### config.mk
export PLATFORM = sky130hd
export DESIGN_NAME = pci_tgt_decode
export DESIGN_NICKNAME = d
export VERILOG_FILES = /design/src/rtl/pci_tgt_pkg.sv /design/src/rtl/pci_tgt_cmd_dec.sv /design/src/rtl/pci_tgt_addr_unit.sv /design/src/rtl/pci_tgt_ctrl.sv /design/src/rtl/pci_tgt_decode.sv
export SDC_FILE = /design/constraint.sdc
export NUM_CORES = 1
export LEC_CHECK = 0
export ABC_AREA = 1
export BUFFER_PORTS_ARGS = -buffer_cell sky130_fd_sc_hd__buf_2
export CAP_MARGIN = 40
export CORE_MARGIN = 1.5
export CORE_UTILIZATION = 59
export DETAILED_ROUTE_END_ITERATION = 10
export HOLD_SLACK_MARGIN = 0.03
export PLACE_DENSITY = 0.92
export SLEW_MARGIN = 40
export SYNTH_ARGS = -nofsm -noshare
export SYNTH_HDL_FRONTEND = slang
export SYNTH_HIERARCHICAL = 1
export SYNTH_SLANG_ARGS = --single-unit
### constraint.sdc
create_clock -name clk -period 3.4 [get_ports clk]
set_input_delay 0.51 -clock clk [delete_from_list [all_inputs] [get_ports clk]]
set_output_delay 0.51 -clock clk [all_outputs]
set_load 0.1 [all_outputs]
### src/rtl/pci_tgt_pkg.sv
package pci_tgt_pkg;

  localparam logic [3:0] CMD_IO_RD  = 4'b0010;
  localparam logic [3:0] CMD_IO_WR  = 4'b0011;
  localparam logic [3:0] CMD_MEM_RD = 4'b0110;
  localparam logic [3:0] CMD_MEM_WR = 4'b0111;
  localparam logic [3:0] CMD_MRM    = 4'b1100;
  localparam logic [3:0] CMD_DAC    = 4'b1101;
  localparam logic [3:0] CMD_MRL    = 4'b1110;
  localparam logic [3:0] CMD_MWI    = 4'b1111;

  typedef enum logic [2:0] {
    S_IDLE = 3'd0,
    S_DAC  = 3'd1,
    S_DEC  = 3'd2,
    S_DATA = 3'd3,
    S_DISC = 3'd4,
    S_TURN = 3'd5
  } tgt_state_e;

endpackage

### src/rtl/pci_tgt_cmd_dec.sv
module pci_tgt_cmd_dec
  import pci_tgt_pkg::*;
(
  input  logic [3:0] cmd,
  output logic       served,
  output logic       is_mem
);

  always_comb begin
    served = 1'b0;
    is_mem = 1'b0;
    unique case (cmd)
      CMD_IO_RD, CMD_IO_WR: begin
        served = 1'b1;
      end
      CMD_MEM_RD, CMD_MEM_WR, CMD_MRM, CMD_MRL, CMD_MWI: begin
        served = 1'b1;
        is_mem = 1'b1;
      end
      default: begin
        served = 1'b0;
        is_mem = 1'b0;
      end
    endcase
  end

endmodule

### src/rtl/pci_tgt_addr_unit.sv
module pci_tgt_addr_unit #(
  parameter int AD_W = 32
) (
  input  logic                clk,
  input  logic                rst_n,
  input  logic [AD_W-1:0]     ad,
  input  logic [3:0]          cbe_n,
  input  logic                load_lo,
  input  logic                load_hi,
  input  logic                step,
  input  logic [2*AD_W-1:0]   win_base,
  input  logic [2*AD_W-1:0]   win_limit,
  output logic [2*AD_W-1:0]   addr_q,
  output logic [3:0]          cmd_q,
  output logic                in_win,
  output logic                mode_nz
);

  localparam int ADDR_W   = 2 * AD_W;
  localparam int STEP_LSB = $clog2(AD_W / 8);
  localparam int HI_W     = ADDR_W - STEP_LSB;

  logic [ADDR_W-1:0] addr_d;
  logic [3:0]        cmd_d;
  logic              en;

  assign en = load_lo | load_hi | step;

  always_comb begin
    addr_d = addr_q;
    cmd_d  = cmd_q;
    if (load_lo) begin
      addr_d = {{AD_W{1'b0}}, ad};
      cmd_d  = cbe_n;
    end else if (load_hi) begin
      addr_d[ADDR_W-1:AD_W] = ad;
      cmd_d                 = cbe_n;
    end else if (step) begin
      addr_d[ADDR_W-1:STEP_LSB] = addr_q[ADDR_W-1:STEP_LSB] + HI_W'(1);
    end
  end

  always_ff @(posedge clk or negedge rst_n) begin
    if (!rst_n) begin
      addr_q <= '0;
      cmd_q  <= '0;
    end else if (en) begin
      addr_q <= addr_d;
      cmd_q  <= cmd_d;
    end
  end

  assign in_win  = (addr_q >= win_base) && (addr_q <= win_limit);
  assign mode_nz = |addr_q[1:0];

endmodule

### src/rtl/pci_tgt_ctrl.sv
module pci_tgt_ctrl
  import pci_tgt_pkg::*;
(
  input  logic clk,
  input  logic rst_n,
  input  logic frame_n,
  input  logic irdy_n,
  input  logic dac_first,
  input  logic hit,
  input  logic nonlin,
  output logic load_lo,
  output logic load_hi,
  output logic devsel_n,
  output logic trdy_n,
  output logic stop_n,
  output logic ctl_oe,
  output logic claimed,
  output logic xfer_stb
);

  tgt_state_e st_q, st_d;
  logic       frame_q;
  logic       addr_phase;

  assign addr_phase = !frame_n && frame_q;

  always_comb begin
    st_d = st_q;
    unique case (st_q)
      S_IDLE: if (addr_phase) st_d = dac_first ? S_DAC : S_DEC;
      S_DAC:  st_d = S_DEC;
      S_DEC:  st_d = hit ? S_DATA : S_IDLE;
      S_DATA: begin
        if (!irdy_n) begin
          if (frame_n)     st_d = S_TURN;
          else if (nonlin) st_d = S_DISC;
        end
      end
      S_DISC: if (frame_n && irdy_n) st_d = S_TURN;
      S_TURN: st_d = S_IDLE;
      default: st_d = S_IDLE;
    endcase
  end

  always_ff @(posedge clk or negedge rst_n) begin
    if (!rst_n) begin
      st_q    <= S_IDLE;
      frame_q <= 1'b1;
    end else begin
      st_q    <= st_d;
      frame_q <= frame_n;
    end
  end

  assign load_lo  = (st_q == S_IDLE) && addr_phase;
  assign load_hi  = (st_q == S_DAC);
  assign claimed  = (st_q == S_DATA) || (st_q == S_DISC);
  assign devsel_n = !claimed;
  assign trdy_n   = !(st_q == S_DATA);
  assign stop_n   = !(((st_q == S_DATA) && nonlin) || (st_q == S_DISC));
  assign ctl_oe   = claimed || (st_q == S_TURN);
  assign xfer_stb = (st_q == S_DATA) && !irdy_n;

  AST_NO_FAST_DEVSEL: assert property (@(posedge clk) disable iff (!rst_n)
    load_lo |=> devsel_n);
  AST_MISS_IGNORED: assert property (@(posedge clk) disable iff (!rst_n)
    ((st_q == S_DEC) && !hit) |=> (devsel_n && !ctl_oe));
  AST_TRDY_WITH_DEVSEL: assert property (@(posedge clk) disable iff (!rst_n)
    !trdy_n |-> !devsel_n);
  AST_STOP_WITH_DEVSEL: assert property (@(posedge clk) disable iff (!rst_n)
    !stop_n |-> !devsel_n);
  AST_DISC_AFTER_XFER: assert property (@(posedge clk) disable iff (!rst_n)
    (!stop_n && xfer_stb && !frame_n) |=> (trdy_n && !stop_n));
  AST_TURN_DRIVES_HIGH: assert property (@(posedge clk) disable iff (!rst_n)
    $rose(devsel_n) |-> (ctl_oe && trdy_n && stop_n));

endmodule

### src/rtl/pci_tgt_decode.sv
module pci_tgt_decode
  import pci_tgt_pkg::*;
#(
  parameter int AD_W = 32
) (
  input  logic                clk,
  input  logic                rst_n,
  input  logic                frame_n,
  input  logic                irdy_n,
  input  logic [3:0]          cbe_n,
  input  logic [AD_W-1:0]     ad,
  input  logic [2*AD_W-1:0]   win_base,
  input  logic [2*AD_W-1:0]   win_limit,
  output logic                devsel_n,
  output logic                trdy_n,
  output logic                stop_n,
  output logic                ctl_oe,
  output logic                claimed,
  output logic [3:0]          cmd_out,
  output logic [2*AD_W-1:0]   addr_out,
  output logic                xfer_stb
);

  localparam int ADDR_W = 2 * AD_W;

  logic       rst_meta, rst_s;
  logic       load_lo, load_hi;
  logic       served, is_mem, in_win, mode_nz;
  logic [ADDR_W-1:0] addr_q;
  logic [3:0] cmd_q;

  always_ff @(posedge clk or negedge rst_n) begin
    if (!rst_n) begin
      rst_meta <= 1'b0;
      rst_s    <= 1'b0;
    end else begin
      rst_meta <= 1'b1;
      rst_s    <= rst_meta;
    end
  end

  pci_tgt_addr_unit #(.AD_W(AD_W)) u_addr (
    .clk       (clk),
    .rst_n     (rst_s),
    .ad        (ad),
    .cbe_n     (cbe_n),
    .load_lo   (load_lo),
    .load_hi   (load_hi),
    .step      (xfer_stb),
    .win_base  (win_base),
    .win_limit (win_limit),
    .addr_q    (addr_q),
    .cmd_q     (cmd_q),
    .in_win    (in_win),
    .mode_nz   (mode_nz)
  );

  pci_tgt_cmd_dec u_cmd (
    .cmd    (cmd_q),
    .served (served),
    .is_mem (is_mem)
  );

  pci_tgt_ctrl u_ctrl (
    .clk       (clk),
    .rst_n     (rst_s),
    .frame_n   (frame_n),
    .irdy_n    (irdy_n),
    .dac_first (cbe_n == CMD_DAC),
    .hit       (served && in_win),
    .nonlin    (is_mem && mode_nz),
    .load_lo   (load_lo),
    .load_hi   (load_hi),
    .devsel_n  (devsel_n),
    .trdy_n    (trdy_n),
    .stop_n    (stop_n),
    .ctl_oe    (ctl_oe),
    .claimed   (claimed),
    .xfer_stb  (xfer_stb)
  );

  assign cmd_out  = cmd_q;
  assign addr_out = addr_q;

  AST_ADDR_HOLD: assert property (@(posedge clk) disable iff (!rst_s)
    (claimed && !xfer_stb) |=> $stable(addr_out));
  AST_CMD_STABLE: assert property (@(posedge clk) disable iff (!rst_s)
    (claimed && $past(claimed)) |-> $stable(cmd_out));

endmodule

==> results of run 1 <==
==> critical path, stage by stage (launching register included) <==
cell	delay [ns]
dfrtp_1	0.46
ha_1	0.30
nand2_1	0.08
nor2_1	0.23
and2_1	0.21
nand3_1	0.11
nor3_1	0.42
nand3_1	0.14
nand2_1	0.10
nand2_1	0.07
inv_1	0.06
nand2_1	0.04
inv_1	0.05
nand2_1	0.04
inv_1	0.06
nand2_1	0.07
nand2_1	0.09
inv_2	0.03
nand3_1	0.05
nand2_1	0.05
nand2_1	0.05
==> sequential cells by signal (all words and copies together) (netlist names) <==
signal and count:
u_addr/addr_q 64, u_addr/cmd_q 4, u_ctrl/st_q 3, rst_meta 1, rst_s 1, u_ctrl/frame_q 1
==> power groups by stage <==
stage	Sequential (mW)	Combinational [mW]	Clock, mW
2_1_floorplan	4.14	2.41	0
3_3_place_gp	1.99	5.96	0
3_5_place_dp	2.00	6.09	0
4_1_cts	1.99	6.13	1.05
5_1_grt	2.06	6.65	1.08
6_report	2.01	6.22	1.05
==> path summary, 6_finish.rpt <==
kind | start | to | slack (ns) | cells after the start
worst min register to register | rst_s$_DFF_PN0_ | u_addr/addr_q[45]$_DFFE_PN0N_ | 0.32 | 0
worst max-delay path | u_addr/addr_q[30]$_DFFE_PN0P_ | u_ctrl/st_q[0]$_DFFE_PN0P_ | 0.62 | 20
worst max register to register | u_addr/addr_q[30]$_DFFE_PN0P_ | u_ctrl/st_q[0]$_DFFE_PN0P_ | 0.62 | 20
worst min-delay path | frame_n | u_ctrl/frame_q$_DFF_PN1_ | 0.29 | 1
min in group asynchronous | rst_s$_DFF_PN0_ | u_addr/addr_q[45]$_DFFE_PN0N_ | 0.32 | 0
max in group asynchronous | rst_s$_DFF_PN0_ | u_addr/addr_q[26]$_DFFE_PN0P_ | 2.34 | 1
==> repair_timing <==
action | CTS | global route
hold buffers | 1 | 0
resized for setup | 0 | 0
endpoints found under the hold margin | 2 | 0
==> stage by stage <==
stage / total power [mW] / worst slack, ns
2_1_floorplan: 6.55 / 0.0343
3_3_place_gp: 7.95 / 0.721
3_5_place_dp: 8.09 / 0.606
4_1_cts: 9.16 / 0.729
5_1_grt: 9.79 / 0.405
6_report: 9.27 / 0.620
==> area by class of cell <==
| class | instances | area [sq um] |
|---|---|---|
| Clock buffer | 11 | 233 |
| Inverter | 271 | 1020 |
| Multi-Input combinational cell | 980 | 5850 |
| Clock inverter | 5 | 78.8 |
| Sequential cell | 74 | 1860 |
| Tap cell | 184 | 230 |
| Timing Repair Buffer | 259 | 1340 |
| Fill cell | 1252 | 3980 |
==> per-layer routing <==
metal / wire length (microns) / share of wire / vias up / global-route usage
met5: 0 / 0 / - / 0
met3: 3370 / 0.10 / 98 / 0.0813
met2: 14400 / 0.45 / 602 / 0.662
met4: 1270 / 0.039 / 0 / 0.152
li1: - / - / 4852 / -
met1: 13200 / 0.41 / 4583 / 0.539
==> synthesized netlist by cell type (8+ instances only) <==
library cell  instances
nand4_1              31
inv_1               262
nor2_1              104
a21oi_1              95
nand3_1              62
o21ai_0              36
nor3_1               27
ha_1                129
dfrtp_1              73
nor2_2               11
inv_2                 8
clkbuf_1             10
xnor2_1              14
nand2_1             338
o21ai_1              22
xor2_1               24
o221ai_1             28
==> cells by family (layout without fill, tap and decap cells) <==
| family | count (synthesis) | count (layout) | synth area share |
|---|---|---|---|
| DFF | 74 | 74 | 0.210 |
| adders and majority gates | 129 | 129 | 0.183 |
| muxes | 4 | 4 | 0.00511 |
| AOI/OAI and AO/OA | 198 | 198 | 0.129 |
| other | 1 | 1 | 0.000425 |
| buffers and inverters | 293 | 546 | 0.127 |
| xor gates and xnor gates | 38 | 38 | 0.0377 |
| and+or+nand+nor | 610 | 610 | 0.308 |
==> impl_metrics.py, run 1 <==
metrics = {
    "clock_network": {
        "post_cts_buffers": 0,
        "cts_tree": "done",
        "clkSinkCount": 74,
        "clockBufferDepth": 2,
        "path_clk_slew_ns": 0.06,
        "cts_made_buffers": 9,
        "root_buffer": "clkbuf_16",
        "cts_max_level": 3,
        "clock_latency_ns": 0.36,
    },
    "finish": {
        "stdcell_area_sq_mm": 0.0106,
        "areaGrowthSynthToFinish_pct": 20.4,
        "utilization": 0.727,
        "mostFrequentLayoutCells": "337 x nand2_1, 262 x inv_1, 241 x buf_2, 129 x ha_1, 103 x nor2_1",
        "final_common_cell": "nand2_1",
        "final_nets": 1892,
        "drive_gt1_frac": 0.204,
        "final-instance-count-excl-fill": 1784,
        "antennaDiodeCount": 0,
    },
    "floorplanning": {
        "dieWidth_microns": 125,
        "ios": 242,
        "initial_core_util": 0.604,
        "dieArea_sq_mm": 0.0157,
        "core_sq_mm": 0.0146,
        "rows": 44,
        "die_h_microns": 125,
    },
    "yosys": {
        "synth.area.top_cells": "dfrtp_1 21%, ha_1 18%, nand2_1 14%",
        "async_reset_ff_frac": 1.00,
        "synth_edf_count": 0,
        "synth_cell_types": 43,
        "synth_seq_cells": 74,
        "synth_ff_type": "dfrtp_1",
        "syn-cell-area_sq_mm": 0.00882,
        "yosysSeqAreaShare": 0.210,
        "synth_warnings": 6,
        "syn_nets": 1644,
        "synth_top_area_cell": "dfrtp_1",
        "synth_area_per_cell_sq_um": 6.55,
        "syn_inst": 1347,
        "yosys.area.top_type_share": 0.207,
    },
    "power_and_ir_drop": {
        "switching_share": 0.637,
        "intPower_mw": 3.36,
        "pwr-share-clk": 0.113,
        "p_comb_frac": 0.670,
        "pwr-share-seq": 0.217,
        "vdd_drop_max_uv": 827,
        "power_density_mw_per_mm2": 874,
        "switchingPower_mw": 5.91,
        "p_leak_nw": 6.17,
    },
    "global_route": {
        "antenna_found_initial": 1,
        "grt_remaining_overflow": 0,
        "grt_pass1_wl_mm": 50.3,
        "grt_start_max_net_pins": 43,
        "grt_pass1_vias": 9801,
        "grt_usage": 0.408,
    },
    "timing": {
        "finClkSkew_ns": 0.0135,
        "rsz0062_at_grt": "no",
        "fin_crit_sh": 0.818,
        "worst_pin_slew_ns": 0.692,
        "hold_viol_final": 0,
        "slew_headroom": 0.538,
        "slew_viol_final": 0,
        "finalSetupViolCount": 0,
        "setup_tns_ns": 0,
        "fmax_ghz": 0.360,
        "whs_ns": 0.292,
        "fin_crit_ns": 2.78,
    },
    "place": {
        "dpl.hpwl_mm": 26.0,
        "dp.cells": 1767,
        "dpl_cell_area_sq_mm": 0.0103,
        "port_buffers": 241,
        "gp_congestion": 1.02,
    },
    "route": {
        "dr.first_iter.drc_count": 1098,
        "viasPerCell": 5.68,
        "wl_mm": 32.3,
        "drc": 0,
        "ant_nets": 0,
        "avgRoutedWirePerCell_microns": 18.1,
        "drt_pass1_iterations": 6,
        "num_vias": 10135,
    },
    "critical_path": {
        "cp-end-kind": "flip-flop",
        "cp_max_fo": 7,
        "crit_required_ns": 3.69,
        "start_kind": "flip-flop",
        "cp.arrival_ns": 3.07,
        "worst-setup-path-type": "flip-flop to flip-flop",
    },
    "min_path": {
        "hold_path_class": "input pin to flip-flop",
    },
    "run": {
        "drv_cap": 0,
    },
    "status": {
        "outcome": "finished clean",
    },
}
(Power assumes the default switching activity.)
==> inputs of run 2 (changes only) <==
--- a/config.mk
+++ b/config.mk
@@ -5,14 +5,14 @@
 export SDC_FILE = /design/constraint.sdc
 export NUM_CORES = 1
 export LEC_CHECK = 0
-export ABC_AREA = 1
+export ABC_AREA = 0
 export BUFFER_PORTS_ARGS = -buffer_cell sky130_fd_sc_hd__buf_2
 export CAP_MARGIN = 40
 export CORE_MARGIN = 1.5
-export CORE_UTILIZATION = 59
+export CORE_UTILIZATION = 47
 export DETAILED_ROUTE_END_ITERATION = 10
 export HOLD_SLACK_MARGIN = 0.03
-export PLACE_DENSITY = 0.92
+export PLACE_DENSITY = 0.82
 export SLEW_MARGIN = 40
 export SYNTH_ARGS = -nofsm -noshare
 export SYNTH_HDL_FRONTEND = slang
==> constraint.sdc (replaced) <==
create_clock -name clk -period 2.45 [get_ports clk]
set_input_delay 0.3675 -clock clk [delete_from_list [all_inputs] [get_ports clk]]
set_output_delay 0.3675 -clock clk [all_outputs]
set_load 0.1 [all_outputs]
==> impl_metrics.py, run 2 <==
metrics = {
    "route": {
        "wl_mm": 25.9,
        "ant_nets": 0,
        "dr.first_iter.drc_count": 454,
        "num_vias": 8312,
        "viasPerCell": 5.55,
        "drt_pass1_iterations": 5,
        "avgRoutedWirePerCell_microns": 17.2,
        "drc": 0,
    },
    "finish": {
        "mostFrequentLayoutCells": "241 x buf_2, 148 x buf_4, 137 x inv_1, 117 x ha_1, 95 x nand2_1",
        "utilization": 0.732,
        "fillCellCount": 1105,
        "final_common_cell": "buf_2",
        "top_register": "u_addr/addr_q",
        "top_regs": "u_addr/addr_q x64, u_addr/cmd_q x4, u_ctrl/st_q x3",
        "final_nets": 1602,
        "areaGrowthSynthToFinish_pct": 53.0,
        "drive_gt1_frac": 0.456,
        "stdcell_area_sq_mm": 0.0111,
        "largest_reg_flops": 64,
    },
    "power_and_ir_drop": {
        "switchingPower_mw": 7.55,
        "pwr-share-clk": 0.108,
        "vdd_drop_max_uv": 1090,
        "intPower_mw": 5.82,
        "p_leak_nw": 6.02,
        "p_comb_frac": 0.718,
        "switching_share": 0.565,
        "pwr-share-seq": 0.174,
        "power_density_mw_per_mm2": 1210,
    },
    "global_route": {
        "met1_usage": 0.384,
        "antenna_found_initial": 2,
        "grt_start_max_net_pins": 73,
        "grt.busiest_layer": "met2",
        "grt_remaining_overflow": 0,
        "grtUsageMet3": 0.0586,
        "grt_pass1_vias": 8341,
        "grt_usage": 0.315,
        "gr-usage-met2": 0.557,
        "grt_pass1_wl_mm": 40.2,
    },
    "floorplanning": {
        "rows": 45,
        "die_h_microns": 127,
        "ios": 242,
        "dieArea_sq_mm": 0.0162,
        "core_sq_mm": 0.0151,
        "initial_core_util": 0.479,
        "dieWidth_microns": 127,
    },
    "critical_path": {
        "crit_cells": 11,
        "cp_top_family": "compound AO/OA/AOI/OAI gates",
        "rr_worst_depth": 11,
        "cp-end-kind": "flip-flop",
        "cp_slowest_cell": "dfrtp_2",
        "max_stage_delay_ns": 0.42,
        "worstPathCellList": "ha_1 -> and4_4 -> a221o_1 -> a2111o_1 -> a21oi_2 -> o31ai_2 -> a2bb2oi_2 -> and2_4 -> mux2_4 -> a31oi_1 -> o21ai_1",
        "cp.arrival_ns": 3.03,
        "crit_required_ns": 2.66,
        "start_kind": "flip-flop",
        "cp_max_fo": 3,
        "worst-setup-path-type": "flip-flop to flip-flop",
        "regToRegSetupSlack_ns": -0.36,
        "path_buf_inv": 0,
    },
    "yosys": {
        "synth_ff_type": "dfrtp_1",
        "synth_cell_types": 61,
        "syn-cell-area_sq_mm": 0.00725,
        "synth_seq_cells": 74,
        "synth_edf_count": 0,
        "synth_top_area_cell": "dfrtp_1",
        "yosys.area.top_type_share": 0.252,
        "synth.area.top_cells": "dfrtp_1 25%, ha_1 22%, inv_1 7.1%",
        "async_reset_ff_frac": 1.00,
        "synth_warnings": 6,
        "synth_area_per_cell_sq_um": 8.04,
        "yosysSeqAreaShare": 0.256,
        "syn_inst": 902,
        "synthTopCellsByCount": "137 x inv_1, 129 x ha_1, 100 x nand2_1",
        "syn_nets": 1199,
        "yosysMostFrequentCell": "inv_1",
    },
    "clock_network": {
        "cts_max_level": 3,
        "clock_latency_ns": 0.34,
        "clkSinkCount": 74,
        "cts_made_buffers": 9,
        "path_clk_slew_ns": 0.06,
        "clockBufferDepth": 2,
        "cts_tree": "done",
        "root_buffer": "clkbuf_16",
    },
    "timing": {
        "hold_viol_final": 0,
        "finClkSkew_ns": 0.00852,
        "fmax_ghz": 0.355,
        "fin_crit_sh": 1.15,
        "fin_crit_ns": 2.81,
        "rsz0062_at_grt": "yes",
        "finalWorstSetupSlack_ns": -0.364,
        "worst_pin_slew_ns": 0.569,
        "slew_viol_final": 0,
        "slew_headroom": 0.616,
        "whs_ns": 0.178,
        "finalSetupViolCount": 27,
    },
    "place": {
        "port_buffers": 241,
        "pre_cts_slack_ns": -0.548,
        "dpl.hpwl_mm": 20.1,
        "gp_congestion": 0.899,
        "dpl_cell_area_sq_mm": 0.0100,
    },
    "run": {
        "drv_cap": 0,
    },
    "min_path": {
        "min_path_cells": 1,
        "hold_path_class": "input pin to flip-flop",
    },
    "status": {
        "outcome": "complete, but fails checks",
        "violations": "setup timing",
    },
}
-- run 2: logic make-up (layout without fill, tap and decap cells) --
kind of cell	Yosys count	in the layout	share of synthesized area
compound gates	177	177	0.149
xor+xnor	59	59	0.0713
fa+ha+maj	129	129	0.223
buf+inv	159	567	0.0835
flops	74	74	0.256
mux	9	9	0.0136
other cells	1	2	0.000517
simple gates	294	294	0.204
-- run 2: final timing paths --
| kind | startpoint | endpoint |
|---|---|---|
| setup / recovery | u_addr/addr_q[44]$_DFFE_PN0N_ | u_ctrl/st_q[0]$_DFFE_PN0P_ |
| hold reg to reg | rst_s$_DFF_PN0_ | u_addr/addr_q[10]$_DFFE_PN0P_ |
| min in group asynchronous | rst_s$_DFF_PN0_ | u_addr/addr_q[10]$_DFFE_PN0P_ |
| max in group asynchronous | rst_s$_DFF_PN0_ | u_addr/addr_q[17]$_DFFE_PN0P_ |
| hold / removal | frame_n | u_ctrl/frame_q$_DFF_PN1_ |
| setup reg to reg | u_addr/addr_q[44]$_DFFE_PN0N_ | u_ctrl/st_q[0]$_DFFE_PN0P_ |
-- run 2: stage by stage --
stage                     total power, mW  TNS [ns]  cells
after floorplan                      8.39    -14.23    902
after global placement               11.1     -3.94   1466
after detailed placement             11.3     -4.98   1466
after CTS                            13.1     -1.81   1496
after global routing                 14.1     -5.29   1498
final                                13.4     -2.49   1499
-- run 2: power by group through the flow --
| stage | combinational, mW | clock, mW | sequential (mW) |
|---|---|---|---|
| 2_1_floorplan | 2.75 | 0 | 5.64 |
| 3_3_place_gp | 8.82 | 0 | 2.30 |
| 3_5_place_dp | 9.03 | 0 | 2.32 |
| 4_1_cts | 9.29 | 1.46 | 2.31 |
| 5_1_grt | 10.2 | 1.51 | 2.38 |
| 6_report | 9.60 | 1.44 | 2.32 |
-- run 2: metal layers --
metal  wire length [microns]  share of wire
met3                    1630          0.063
met2                   12900           0.50
met4                     874          0.034
met1                   10500           0.40
met5                      12        0.00046
-- run 2: repair_timing --
action,CTS,global route
setup endpoints to repair,32,38
gates resized for setup,59,60
endpoints found under the hold margin,2,0
pin swaps,43,33
hold buffers,1,0
setup buffers,13,2
-- run 2: area by class of cell --
| type | instances | area, sq um | share of cell area |
|---|---|---|---|
| multi-input cells | 669 | 5470 | 0.493 |
| repair buffers | 412 | 2610 | 0.236 |
| flip-flops and latches | 74 | 1920 | 0.173 |
| inverters | 139 | 527 | 0.0475 |
| clock buffers | 11 | 243 | 0.0219 |
| well taps | 188 | 235 | 0.0212 |
| clock inverters | 5 | 78.8 | 0.00711 |
| diodes | 1 | 2.50 | 0.000226 |
